==> src/rtl/i2c_seq_pkg.sv <==
package i2c_seq_pkg;

    typedef enum logic [1:0] {
        OP_START  = 2'd0,
        OP_RSTART = 2'd1,
        OP_STOP   = 2'd2,
        OP_BYTE   = 2'd3
    } seq_op_e;

    localparam logic [1:0] CMD_NONE  = 2'd0;
    localparam logic [1:0] CMD_COND  = 2'd1;
    localparam logic [1:0] CMD_STOP  = 2'd2;

    localparam int unsigned BITS_PER_BYTE = 8;

    typedef struct packed {
        logic        busy;
        seq_op_e     op;
        logic [1:0]  step;
        logic [3:0]  bitn;
        logic [1:0]  ph;
        logic [7:0]  shreg;
        logic        scl_rel;
        logic        sda_rel;
        logic        nak;
        logic        done;
    } eng_state_t;

    typedef struct packed {
        logic       en;
        logic [1:0] cmd;
    } ctl_state_t;

endpackage

==> src/rtl/i2c_seq_tick.sv <==
module i2c_seq_tick #(
    parameter int unsigned DIV = 8
) (
    input  logic clk,
    input  logic rst_n,
    input  logic restart,
    output logic tick
);
    localparam int unsigned CW = (DIV > 1) ? $clog2(DIV) : 1;
    localparam logic [CW-1:0] LAST = CW'(DIV - 1);

    logic [CW-1:0] cnt_d, cnt_q;

    always_comb begin
        tick  = (cnt_q == LAST);
        cnt_d = cnt_q + 1'b1;
        if (restart || tick) begin
            cnt_d = '0;
        end
    end

    always_ff @(posedge clk or negedge rst_n) begin
        if (!rst_n) cnt_q <= '0;
        else        cnt_q <= cnt_d;
    end

    // Step period bounds the timing of R3..R6
    assert_cnt_range_R3: assert property (@(posedge clk) disable iff (!rst_n)
        cnt_q <= LAST);

endmodule

==> src/rtl/i2c_seq_engine.sv <==
module i2c_seq_engine
    import i2c_seq_pkg::*;
(
    input  logic       clk,
    input  logic       rst_n,
    input  logic       tick,
    input  logic       launch,
    input  seq_op_e    launch_op,
    input  logic [7:0] launch_byte,
    input  logic       clr_done,
    input  logic       sda_in,
    output logic       busy,
    output logic       done,
    output logic       nak,
    output logic       scl_oe,
    output logic       sda_oe
);
    localparam logic [3:0] ACK_SLOT = 4'(BITS_PER_BYTE);

    eng_state_t q, n;
    logic       finish;

    always_comb begin
        n      = q;
        finish = 1'b0;
        if (clr_done) n.done = 1'b0;
        if (launch && !q.busy) begin
            n.busy  = 1'b1;
            n.op    = launch_op;
            n.step  = '0;
            n.bitn  = '0;
            n.ph    = '0;
            n.shreg = launch_byte;
            n.done  = 1'b0;
        end else if (q.busy && tick) begin
            n.step = q.step + 1'b1;
            unique case (q.op)
                OP_START: begin
                    if (q.step == 2'd0) n.sda_rel = 1'b0;
                    else begin
                        n.scl_rel = 1'b0;
                        finish    = 1'b1;
                    end
                end
                OP_RSTART: begin
                    unique case (q.step)
                        2'd0:    n.sda_rel = 1'b1;
                        2'd1:    n.scl_rel = 1'b1;
                        2'd2:    n.sda_rel = 1'b0;
                        default: begin
                            n.scl_rel = 1'b0;
                            finish    = 1'b1;
                        end
                    endcase
                end
                OP_STOP: begin
                    unique case (q.step)
                        2'd0:    n.sda_rel = 1'b0;
                        2'd1:    n.scl_rel = 1'b1;
                        default: begin
                            n.sda_rel = 1'b1;
                            finish    = 1'b1;
                        end
                    endcase
                end
                default: begin
                    unique case (q.ph)
                        2'd0: begin
                            n.sda_rel = (q.bitn == ACK_SLOT) ? 1'b1 : q.shreg[7];
                            n.ph      = 2'd1;
                        end
                        2'd1: begin
                            n.scl_rel = 1'b1;
                            n.ph      = 2'd2;
                        end
                        default: begin
                            n.scl_rel = 1'b0;
                            n.ph      = 2'd0;
                            if (q.bitn == ACK_SLOT) begin
                                n.nak  = sda_in;
                                finish = 1'b1;
                            end else begin
                                n.shreg = {q.shreg[6:0], 1'b0};
                                n.bitn  = q.bitn + 1'b1;
                            end
                        end
                    endcase
                end
            endcase
            if (finish) begin
                n.busy = 1'b0;
                n.done = 1'b1;
            end
        end
    end

    always_ff @(posedge clk or negedge rst_n) begin
        if (!rst_n) begin
            q         <= '0;
            q.op      <= OP_START;
            q.scl_rel <= 1'b1;
            q.sda_rel <= 1'b1;
        end else begin
            q <= n;
        end
    end

    assign busy   = q.busy;
    assign done   = q.done;
    assign nak    = q.nak;
    assign scl_oe = !q.scl_rel;
    assign sda_oe = !q.sda_rel;

    // data line only moves while the clock line is low during a byte
    assert_sda_stable_R6: assert property (@(posedge clk) disable iff (!rst_n)
        (q.busy && q.op == OP_BYTE && q.scl_rel && $past(q.scl_rel)) |-> $stable(q.sda_rel));

    // a falling data line with the clock high is only a start condition
    assert_start_edge_R4: assert property (@(posedge clk) disable iff (!rst_n)
        ($fell(q.sda_rel) && q.scl_rel) |-> (q.op == OP_START || q.op == OP_RSTART));

    // a rising data line with the clock high is only a stop condition
    assert_stop_edge_R5: assert property (@(posedge clk) disable iff (!rst_n)
        ($rose(q.sda_rel) && q.scl_rel) |-> (q.op == OP_STOP));

endmodule

==> src/rtl/i2c_cmd_sequencer.sv <==
module i2c_cmd_sequencer
    import i2c_seq_pkg::*;
#(
    parameter int unsigned CLK_DIV = 8
) (
    input  logic       clk,
    input  logic       rst_n,
    input  logic       ctrl_wr,
    input  logic       data_wr,
    input  logic [7:0] wr_byte,
    output logic [7:0] ctrl_rd,
    output logic [7:0] status,
    input  logic       sda_in,
    output logic       scl_oe,
    output logic       sda_oe
);
    ctl_state_t c_q, c_d;

    logic    busy, done, nak, tick;
    logic    ctrl_ok, data_ok, launch, clr_done;
    seq_op_e launch_op;

    always_comb begin
        c_d       = c_q;
        launch    = 1'b0;
        launch_op = OP_BYTE;
        clr_done  = 1'b0;
        ctrl_ok   = ctrl_wr && !busy;
        data_ok   = data_wr && !ctrl_wr && !busy && c_q.en && scl_oe;
        if (ctrl_ok) begin
            c_d.en   = wr_byte[0];
            c_d.cmd  = wr_byte[2:1];
            clr_done = 1'b1;
            if (wr_byte[0]) begin
                if (wr_byte[2:1] == CMD_COND) begin
                    launch    = 1'b1;
                    launch_op = wr_byte[3] ? OP_RSTART : OP_START;
                end else if (wr_byte[2:1] == CMD_STOP) begin
                    launch    = 1'b1;
                    launch_op = OP_STOP;
                end
            end
        end else if (data_ok) begin
            launch    = 1'b1;
            launch_op = OP_BYTE;
        end
    end

    always_ff @(posedge clk or negedge rst_n) begin
        if (!rst_n) c_q <= '0;
        else        c_q <= c_d;
    end

    i2c_seq_tick #(.DIV(CLK_DIV)) i_tick (
        .clk     (clk),
        .rst_n   (rst_n),
        .restart (launch),
        .tick    (tick)
    );

    i2c_seq_engine i_engine (
        .clk         (clk),
        .rst_n       (rst_n),
        .tick        (tick),
        .launch      (launch),
        .launch_op   (launch_op),
        .launch_byte (wr_byte),
        .clr_done    (clr_done),
        .sda_in      (sda_in),
        .busy        (busy),
        .done        (done),
        .nak         (nak),
        .scl_oe      (scl_oe),
        .sda_oe      (sda_oe)
    );

    assign ctrl_rd = {4'b0000, nak, c_q.cmd, c_q.en};
    assign status  = {busy, 3'b000, done, 3'b000};

    // a control write during busy leaves the stored fields untouched
    assert_ignore_busy_R8: assert property (@(posedge clk) disable iff (!rst_n)
        (busy && ctrl_wr) |=> $stable(ctrl_rd[2:0]));

    // busy only starts in response to a write strobe
    assert_busy_cause_R8: assert property (@(posedge clk) disable iff (!rst_n)
        $rose(busy) |-> $past(ctrl_wr || data_wr));

    // completion raises done in the same cycle busy drops
    assert_done_at_end_R9: assert property (@(posedge clk) disable iff (!rst_n)
        $fell(busy) |-> status[3]);

    // the acknowledge readback changes only at the end of an operation
    assert_nak_hold_R7: assert property (@(posedge clk) disable iff (!rst_n)
        !$stable(ctrl_rd[3]) |-> $fell(busy));

endmodule

==> config.mk <==
export PLATFORM = sky130hd
export DESIGN_NAME = i2c_cmd_sequencer
export DESIGN_NICKNAME = d
export VERILOG_FILES = /design/src/rtl/i2c_seq_pkg.sv /design/src/rtl/i2c_seq_tick.sv /design/src/rtl/i2c_seq_engine.sv /design/src/rtl/i2c_cmd_sequencer.sv
export SDC_FILE = /design/constraint.sdc
export NUM_CORES = 1
export LEC_CHECK = 0
export ABC_AREA = 0
export BUFFER_PORTS_ARGS = -buffer_cell sky130_fd_sc_hd__buf_2
export CAP_MARGIN = 10
export CORE_MARGIN = 10
export CORE_UTILIZATION = 45
export DETAILED_ROUTE_END_ITERATION = 12
export PLACE_DENSITY_LB_ADDON = 0.1
export SLEW_MARGIN = 40
export SYNTH_ARGS = -nofsm -noshare
export SYNTH_HDL_FRONTEND = slang
export SYNTH_SLANG_ARGS = --single-unit
==> constraint.sdc <==
create_clock -name clk -period 3.5 [get_ports clk]
set_input_delay 0.525 -clock clk [delete_from_list [all_inputs] [get_ports clk]]
set_output_delay 0.525 -clock clk [all_outputs]
set_load 0.005 [all_outputs]
==> flow_summary.ini, run 1 <==
[clock_network]
cts.sinks = 29
clock_latency_ps = 280
ctsResizeCount = 0
post_cts_buffers = 0
ctsHtreeMaxLevel = 2
cts-buffers-inserted = 5
tritoncts = yes
clk_pin_slew_ps = 70
postCtsHoldBufs = 0
clock-root-buffer = clkbuf_8
cts_max_path_buffers = 2

[setup_path]
worst_ep_required_time_ps = 3670
critical_path.endpoint_type = flop
worst-r2r-setup-slack_ps = 1540
start_kind = primary input
worstPathMaxFanout = 27
critPathArrivalTime_ps = 2250
crit_type = primary input to flop

[routing]
vias = 1223
drt_iter0_markers = 44
drc = 0
routed_via_density = 5.20
ant_nets = 0
wire_per_inst_um = 14.8
drt-pass1-iter-count = 4
drt-total-wl_mm = 3.47

[cells_and_area]
final_cells = 235
area_growth_pct = 10.5
multiInputGateArea_um2 = 865
postLayoutCoreUtil_pct = 52.0
num_antenna_cells = 0
num-nets-final = 213
fill_cells = 372
drive_gt1_share_pct = 24.1
register_area_um2 = 728

[yosys]
synth-seq-cells = 29
synthXorXnorAreaFrac_pct = 0.501
synth_top_family_by_area = compound AO/OA/AOI/OAI gates
async_reset_ff_share_pct = 100
syn-cell-area_um2 = 1750
synth_fa_ha_area_share_pct = 10.0
yosys_warnings = 0
avgSynthCellArea_um2 = 10.4
ys_types = 45
synth_flop_cell = dfrtp_1
synth_compound_area_share_pct = 17.7
synth.area.top_cells = dfrtp_1 39%, ha_1 10%, buf_4 6.0%
syn_inst = 168
yosysSeqAreaShare_pct = 41.7
synth_top_cell_area_share_pct = 38.7
yosys.area_share.simple_pct = 16.5
synth_top_area_cell = dfrtp_1
synth_edf_count = 0
synthMuxAreaShare_pct = 2.58

[floorplan]
die_w_um = 82.3
ioPinCount = 31
fp.dieH_um = 82.3
dieArea_um2 = 6780
start_util_pct = 47.0
row_count = 22
core_um2 = 3720

[power_and_ir_drop]
power_mw = 1.52
max-vdd-ir-drop_uv = 335
powerDensity_nw_per_um2 = 789
p_leak_nw = 0.942

[timing]
setup_ws_ps = 1420
fin_setup_tns_ps = 0
rsz0062_at_grt = false
finalHoldViolCount = 0
clock_skew_ps = 7.80
drv_slew = 0
fin_crit_ps = 2080
relSlewSlack_pct = 53.6
worst_pin_slew_ps = 695
final-setup-viol-count = 0
period_share_pct = 59.4
fmax_ghz = 0.481

[flow_run]
cap_violations = 0

[grt]
track_usage_pct = 11.4
grt_max_degree = 30
grt_overflow = 0
grt_pass1_vias = 1312
antenna_found_initial = 0
grt_pass1_wl_mm = 6.05

[placement]
dpl.cell_count = 227
routabilityCongestion = 0.711
port_buffers = 20
dp_slack_ps = 1120
dpl.hpwl_mm = 2.63

[status]
status = completed

[min_path]
worstHoldPathType = primary input to async pin
-- metrics by stage --
stage,instance area (µm²),hold WS [ps]
6_report,1930,266
2_1_floorplan,1780,229
3_3_place_gp,1800,429
3_5_place_dp,1800,433
4_1_cts,1930,295
5_1_grt,1930,312
-- cell families after synthesis --
kind of cell / count (synthesis)
DFF: 29
adders and majority gates: 14
muxes: 4
xor gates and xnor gates: 1
buffers and inverters: 30
and+or+nand+nor: 48
other: 1
AOI/OAI and AO/OA: 41
-- registers in the layout (all words and copies together), names as in the netlist --
register       cells
i_engine.q        20
ctrl_rd            3
i_tick.cnt_q       3
i_engine.busy      1
i_engine.done      1
i_engine.nak       1
-- placed cells by master, fill, tap and decap left out, drive strengths merged, types with 4 or more instances in the layout --
master	n
nor2	5
a21o	7
nand2b	4
o21ai	11
clkbuf	5
ha	14
dfrtp	27
mux2	4
a21oi	5
inv	12
a22o	6
nand2	17
buf	20
conb	10
-- critical path: stages --
cell and delay, ps:
buf_2 100, inv_1 50, ha_1 280, nand3b_1 200
a21oi_4 590, nor2_2 190, mux2_2 310
-- final timing paths --
check	startpoint	endpoint	cells after the start
worst min-delay path	rst_n	i_engine.q[16]$_DFFE_PN0P_	1
worst max register to register	i_tick.cnt_q[0]$_DFF_PN0_	i_engine.q[14]$_DFFE_PN0P_	6
max in group asynchronous	rst_n	i_engine.q[19]$_DFFE_PN0P_	1
min in group clk	i_tick.cnt_q[0]$_DFF_PN0_	i_tick.cnt_q[0]$_DFF_PN0_	1
worst min register to register	i_tick.cnt_q[0]$_DFF_PN0_	i_tick.cnt_q[0]$_DFF_PN0_	1
worst max-delay path	wr_byte[1]	i_engine.q[14]$_DFFE_PN0P_	7
-- layout make-up --
cell class | count | share of cell area (%)
Clock inverter | 3 | 3.37
Inverter | 12 | 2.33
Sequential cell | 29 | 37.7
Clock buffer | 5 | 3.56
Tap cell | 48 | 3.11
Timing Repair Buffer | 20 | 5.18
Multi-Input combinational cell | 118 | 44.8
-- synth_stat cells (2+ instances only) --
| library cell | number |
|---|---|
| nand3_1 | 3 |
| nor3_1 | 2 |
| a211oi_1 | 2 |
| a21oi_1 | 4 |
| a21o_1 | 7 |
| buf_6 | 3 |
| buf_4 | 14 |
| nor3b_1 | 2 |
| nor2_1 | 4 |
| ha_1 | 14 |
| a2111oi_2 | 2 |
| nand2_1 | 16 |
| mux2_2 | 4 |
| a22o_1 | 6 |
| nor2b_1 | 3 |
| inv_1 | 12 |
| or3_1 | 2 |
| dfstp_2 | 2 |
| o21ai_0 | 10 |
| nand3b_1 | 2 |
| dfrtp_1 | 27 |
| nand2b_1 | 4 |
-- power by group --
group	leakage (nW)	switching [mW]	internal [mW]
logic	0.518	0.269	0.247
clock network	0.0681	0.130	0.283
registers	0.355	0.112	0.483
-- metal layers --
metal | up-vias | track usage (%) | part of all wire, %
met2 | 29 | 18.8 | 48
met5 | - | 0 | 0
met1 | 585 | 12.9 | 42
met4 | 0 | 6.12 | 1.6
li1 | 604 | - | -
met3 | 5 | 3.78 | 7.9
No activity file was read; power rests on OpenSTA's default activity.
==> run 2: changes to the inputs <==
- clock period: 3.5 -> 1.75 ns (I/O delays scaled with it)
==> run 2 against run 1 <==
Count of clock-buffer cells in the layout is 2 higher. Via count rose by 4.3%. Die area is the same. Sequential share of layout area decreased by 2.8 points. Global-route usage is essentially flat. Clock skew is 2.1 ps lower. Combinational power rose to 2.6 times the previous value. Register-to-register slack lost 1500 ps. Non-clock buffer count up 19. Worst setup slack lost 1400 ps. First-iteration DRC count up 11%. Cell count increased by 8.5%.
==> flow_summary.ini, run 2 (same netlist as run 1, synthesis figures left out) <==
[cells_and_area]
final_cell_mix = 27 x dfrtp_1, 20 x buf_2, 19 x buf_4
area_growth_pct = 19.3
largest_register = i_engine.q
num-nets-final = 233
largest_reg_flops = 20
postLayoutCoreUtil_pct = 56.1
num_antenna_cells = 0
final_area_um2 = 2080
mostFrequentLayoutCell = dfrtp_1
fill_cells = 340
drive_gt1_share_pct = 34.3

[setup_path]
reg2reg_from = i_engine.q[19]$_DFFE_PN0P_
critical_path.endpoint_type = flop
crit_type = flop to flop
reg2regPathDepth = 6
worstPathMaxFanout = 3
worst-r2r-setup-slack_ps = 70
crit_path_cell_trace = buf_4 -> ha_1 -> o21ai_1 -> o41ai_1 -> a2111oi_2 -> mux2_2
start_kind = flop
worst_ep_required_time_ps = 1960
slowest_stage = dfrtp_1
reg2reg_to = i_engine.q[3]$_DFFE_PN1P_
cp_slowest_stage_delay_ps = 390
critPathArrivalTime_ps = 1890

[timing]
fin_crit_ps = 1680
period_share_pct = 96.1
clock_skew_ps = 5.75
relSlewSlack_pct = 56.8
final-setup-viol-count = 0
worst_pin_slew_ps = 647
drv_slew = 0
fmax_ghz = 0.595
fin_setup_tns_ps = 0
rsz0062_at_grt = true
finalHoldViolCount = 0

[clock_network]
cts-buffers-inserted = 5
postCtsHoldBufs = 0
clock_latency_ps = 280
tritoncts = yes
clock-root-buffer = clkbuf_8
ctsHtreeMaxLevel = 2
cts.sinks = 29
cts_max_path_buffers = 2
clk_pin_slew_ps = 60

[min_path]
worstHoldPathType = primary input to async pin

[status]
status = completed

[grt]
top_usage_layer = met2
antenna_found_initial = 0
grt_overflow = 0
gr-usage-met3_pct = 3.89
grt_max_degree = 30
grt_pass1_vias = 1255
track_usage_pct = 11.4
use_met2_pct = 19.2
grt_pass1_wl_mm = 6.00
grtUsageMet1_pct = 13.3

[power_and_ir_drop]
power_mw = 3.12
max-vdd-ir-drop_uv = 618
p_leak_nw = 1.03
powerDensity_nw_per_um2 = 1500

[floorplan]
die_w_um = 82.3
ioPinCount = 31
dieArea_um2 = 6780
fp.dieH_um = 82.3
start_util_pct = 47.0
core_um2 = 3720
row_count = 22

[flow_run]
cap_violations = 0

[placement]
dpl.hpwl_mm = 2.84
port_buffers = 20
routabilityCongestion = 0.816
placed_area_um2 = 1900

[routing]
drt_iter0_markers = 49
drc = 0
wire_per_inst_um = 14.7
drt-total-wl_mm = 3.74
ant_nets = 0
drt-pass1-iter-count = 4
vias = 1276
routed_via_density = 5.00
[run 2: changes by cell type in the layout (fill, tap and decap cells not counted), sizes merged]
cell | previous run | this run
bufinv | 2 | 0
buf | 20 | 39
clkbuf | 5 | 7
and2b | 1 | 2
[run 2: worst max-delay path: cells and delay by family (launching register included)]
family / cells / cell delay [ps]
flops: 1 / 390
fa+ha+maj: 1 / 190
compound gates: 3 / 520
mux: 1 / 370
buf+inv: 1 / 150
[run 2: cell type report]
class	count	area, µm²	share of cell area, %
multi-input cells	119	907	43.5
flip-flops and latches	29	728	34.9
repair buffers	39	243	11.6
clock buffers	7	96.3	4.62
well taps	48	60.1	2.88
inverters	12	45.0	2.16
clock inverters	1	5.00	0.240
[run 2: worst max-delay path by stage]
| stage | slack (ps) | depth (start not counted) | endpoint | from |
|---|---|---|---|---|
| after global routing | -20 | 6 | i_engine.q[2]$_DFFE_PN1P_ | i_engine.q[21]$_DFFE_PN0P_ |
| after CTS | 10 | 6 | i_engine.busy$_DFFE_PN0P_ | i_engine.q[19]$_DFFE_PN0P_ |
| after floorplan | 4 | 8 | i_engine.q[10]$_DFFE_PN0P_ | i_tick.cnt_q[0]$_DFF_PN0_ |
| after detailed placement | -20 | 6 | i_engine.busy$_DFFE_PN0P_ | i_engine.q[19]$_DFFE_PN0P_ |
| after global placement | 30 | 6 | i_engine.busy$_DFFE_PN0P_ | i_engine.q[19]$_DFFE_PN0P_ |
| final | 70 | 6 | i_engine.q[3]$_DFFE_PN1P_ | i_engine.q[19]$_DFFE_PN0P_ |
[run 2: layer usage]
metal / part of all wire (%) / vias to the layer above / wire (µm)
met5: 0 / - / 0
met4: 1.1 / 0 / 42
met3: 4.9 / 5 / 185
met2: 50 / 21 / 1860
met1: 44 / 607 / 1660
li1: - / 643 / -
[run 2: what timing repair did]
action                                 in CTS  in global routing
resized for setup                           4                  7
pin swaps                                   0                  1
cloned                                      0                  1
endpoints found under the hold margin       0                  0
setup buffers                               0                  5
setup endpoints to repair                   3                  6
[run 2: power by group]
| group | internal (mW) | switching, mW |
|---|---|---|
| Combinational | 0.672 | 0.665 |
| Clock | 0.355 | 0.250 |
| Sequential | 0.976 | 0.205 |
[run 2: metrics by stage]
stage / instances / hold slack, ps / setup slack (ps)
floorplan: 177 / -33.1 / 3.94
global placement: 241 / 329 / 27.7
detailed placement: 241 / 335 / -24.7
CTS: 249 / 29.0 / 12.4
global route: 255 / 48.2 / -16.3
finish: 255 / 7.11 / 68.3
==> run 3: changes to the inputs <==
- CORE_UTILIZATION: 45 -> 50
==> run 3 against run 2 <==
Worst setup slack improved by 21 ps. Critical path depth decreased by 1. Global-route usage increased by 0.94 points. Maximum frequency increased by 1.3%. Sequential cell count unchanged. Register-to-register slack improved by 20 ps. Cell count decreased by 2.0%. Combinational power increased by 3%.
==> flow_summary.ini, run 3 (same netlist as run 1, synthesis figures left out) <==
[min_path]
hold_path_depth = 2
worstHoldPathType = primary input to flop
whs_endpoint = i_engine.nak$_DFFE_PN0P_
worstHoldStart = sda_in

[placement]
port_buffers = 20
placed_area_um2 = 1870
dpl.cell_count = 235
dp_slack_ps = 10.9
dpl.hpwl_mm = 2.71
routabilityCongestion = 0.853

[cells_and_area]
drive_gt1_share_pct = 34.3
multiInputGateArea_um2 = 940
largest_register = i_engine.q
fill_cells = 301
largest_reg_flops = 20
area_growth_pct = 19.3
final_cell_mix = 27 x dfrtp_1, 20 x buf_2, 16 x nand2_1, 16 x buf_4, 11 x inv_1
num_antenna_cells = 0
mostFrequentLayoutCell = dfrtp_1
register_area_um2 = 728
final_area_um2 = 2090
num-nets-final = 230
final_cells = 250

[grt]
track_usage_pct = 12.4
grt_max_degree = 30
antenna_found_initial = 0
grt_pass1_vias = 1342
grt_pass1_wl_mm = 6.19
grt_overflow = 0

[status]
status = completed

[setup_path]
crit_type = flop to flop
worst-r2r-setup-slack_ps = 90
worstPathMaxFanout = 6
start_kind = flop
critPathArrivalTime_ps = 1920
critical_path.endpoint_type = flop
reg2reg_from = i_tick.cnt_q[0]$_DFF_PN0_
worst_ep_required_time_ps = 2010
reg2reg_to = i_engine.q[3]$_DFFE_PN1P_
reg2regPathDepth = 5

[routing]
drt-pass1-iter-count = 4
wire_per_inst_um = 14.6
routed_via_density = 5.08
vias = 1269
drt_iter0_markers = 64
ant_nets = 0
drc = 0
drt-total-wl_mm = 3.64

[timing]
period_share_pct = 94.9
worst_pin_slew_ps = 646
relSlewSlack_pct = 56.9
fmax_ghz = 0.602
finalHoldViolCount = 0
setup_ws_ps = 89.2
clock_skew_ps = 8.10
fin_crit_ps = 1660
fin_setup_tns_ps = 0
rsz0062_at_grt = false
final-setup-viol-count = 0
drv_slew = 0

[clock_network]
cts-buffers-inserted = 5
clock_latency_ps = 340
cts.sinks = 29
cts_max_path_buffers = 2
clock-root-buffer = clkbuf_4
clk_pin_slew_ps = 90
ctsHtreeMaxLevel = 2
tritoncts = yes

[flow_run]
cap_violations = 0

[floorplan]
dieArea_um2 = 6260
start_util_pct = 52.0
fp.dieH_um = 79.1
ioPinCount = 31
die_w_um = 79.1
core_um2 = 3360
row_count = 21

[power_and_ir_drop]
powerDensity_nw_per_um2 = 1520
p_leak_nw = 1.01
max-vdd-ir-drop_uv = 634
power_mw = 3.16
run 3: cell count changes in the layout (fill, tap and decap cells not counted), sizes merged:
cell	before	now
buf	39	36
and2b	2	1
dlygate4sd3	0	1
bufinv	0	1
clkinv	1	0
run 3: what timing repair did:
action                     CTS  global route
setup endpoints to repair    4             6
hold endpoints to repair    27             0
hold buffers                 1             0
gates cloned                 0             0
pin swaps                    0             1
resized for setup            1            15
buffers inserted             2             4
run 3: worst max path at each step:
stage	start	end	slack (ps)	cells past startpoint
after floorplan	i_tick.cnt_q[0]$_DFF_PN0_	i_engine.q[10]$_DFFE_PN0P_	4	8
after global placement	i_engine.q[18]$_DFFE_PN0P_	i_engine.busy$_DFFE_PN0P_	70	6
after detailed placement	i_engine.q[18]$_DFFE_PN0P_	i_engine.q[3]$_DFFE_PN1P_	10	6
after CTS	i_engine.q[19]$_DFFE_PN0P_	i_engine.busy$_DFFE_PN0P_	30	6
after global routing	i_tick.cnt_q[0]$_DFF_PN0_	i_engine.q[3]$_DFFE_PN1P_	5	5
final	i_tick.cnt_q[0]$_DFF_PN0_	i_engine.q[3]$_DFFE_PN1P_	90	5
run 3: critical path: stages, from the launching register on:
cell and delay (ps):
dfrtp_1 360, ha_1 200, ha_4 170, nand2_2 140
a2111oi_4 360, mux2_2 370
run 3: report_power, final:
| part | leakage, nW | switching [mW] | internal (mW) |
|---|---|---|---|
| combinational | 0.607 | 0.672 | 0.713 |
| clock | 0.0455 | 0.238 | 0.341 |
| sequential | 0.355 | 0.227 | 0.973 |
run 3: through the flow:
step	utilization [%]	hold slack (ps)
4_1_cts	59.0	149
3_5_place_dp	55.6	328
3_3_place_gp	55.6	318
2_1_floorplan	-	-33.1
5_1_grt	62.0	154
6_report	62.0	160
run 3: area by class of cell:
class | instances | area share [%]
Clock buffer | 7 | 2.64
Clock inverter | 1 | 1.44
Inverter | 12 | 2.16
Multi-Input combinational cell | 118 | 45.1
Sequential cell | 29 | 34.9
Tap cell | 46 | 2.76
Timing Repair Buffer | 37 | 11.0
run 3: routing by layer:
| layer | share of wire, % | global-route usage (%) |
|---|---|---|
| met5 | 0 | 0 |
| met4 | 1.4 | 4.30 |
| met3 | 5.8 | 4.84 |
| met2 | 50 | 20.7 |
| met1 | 43 | 14.0 |
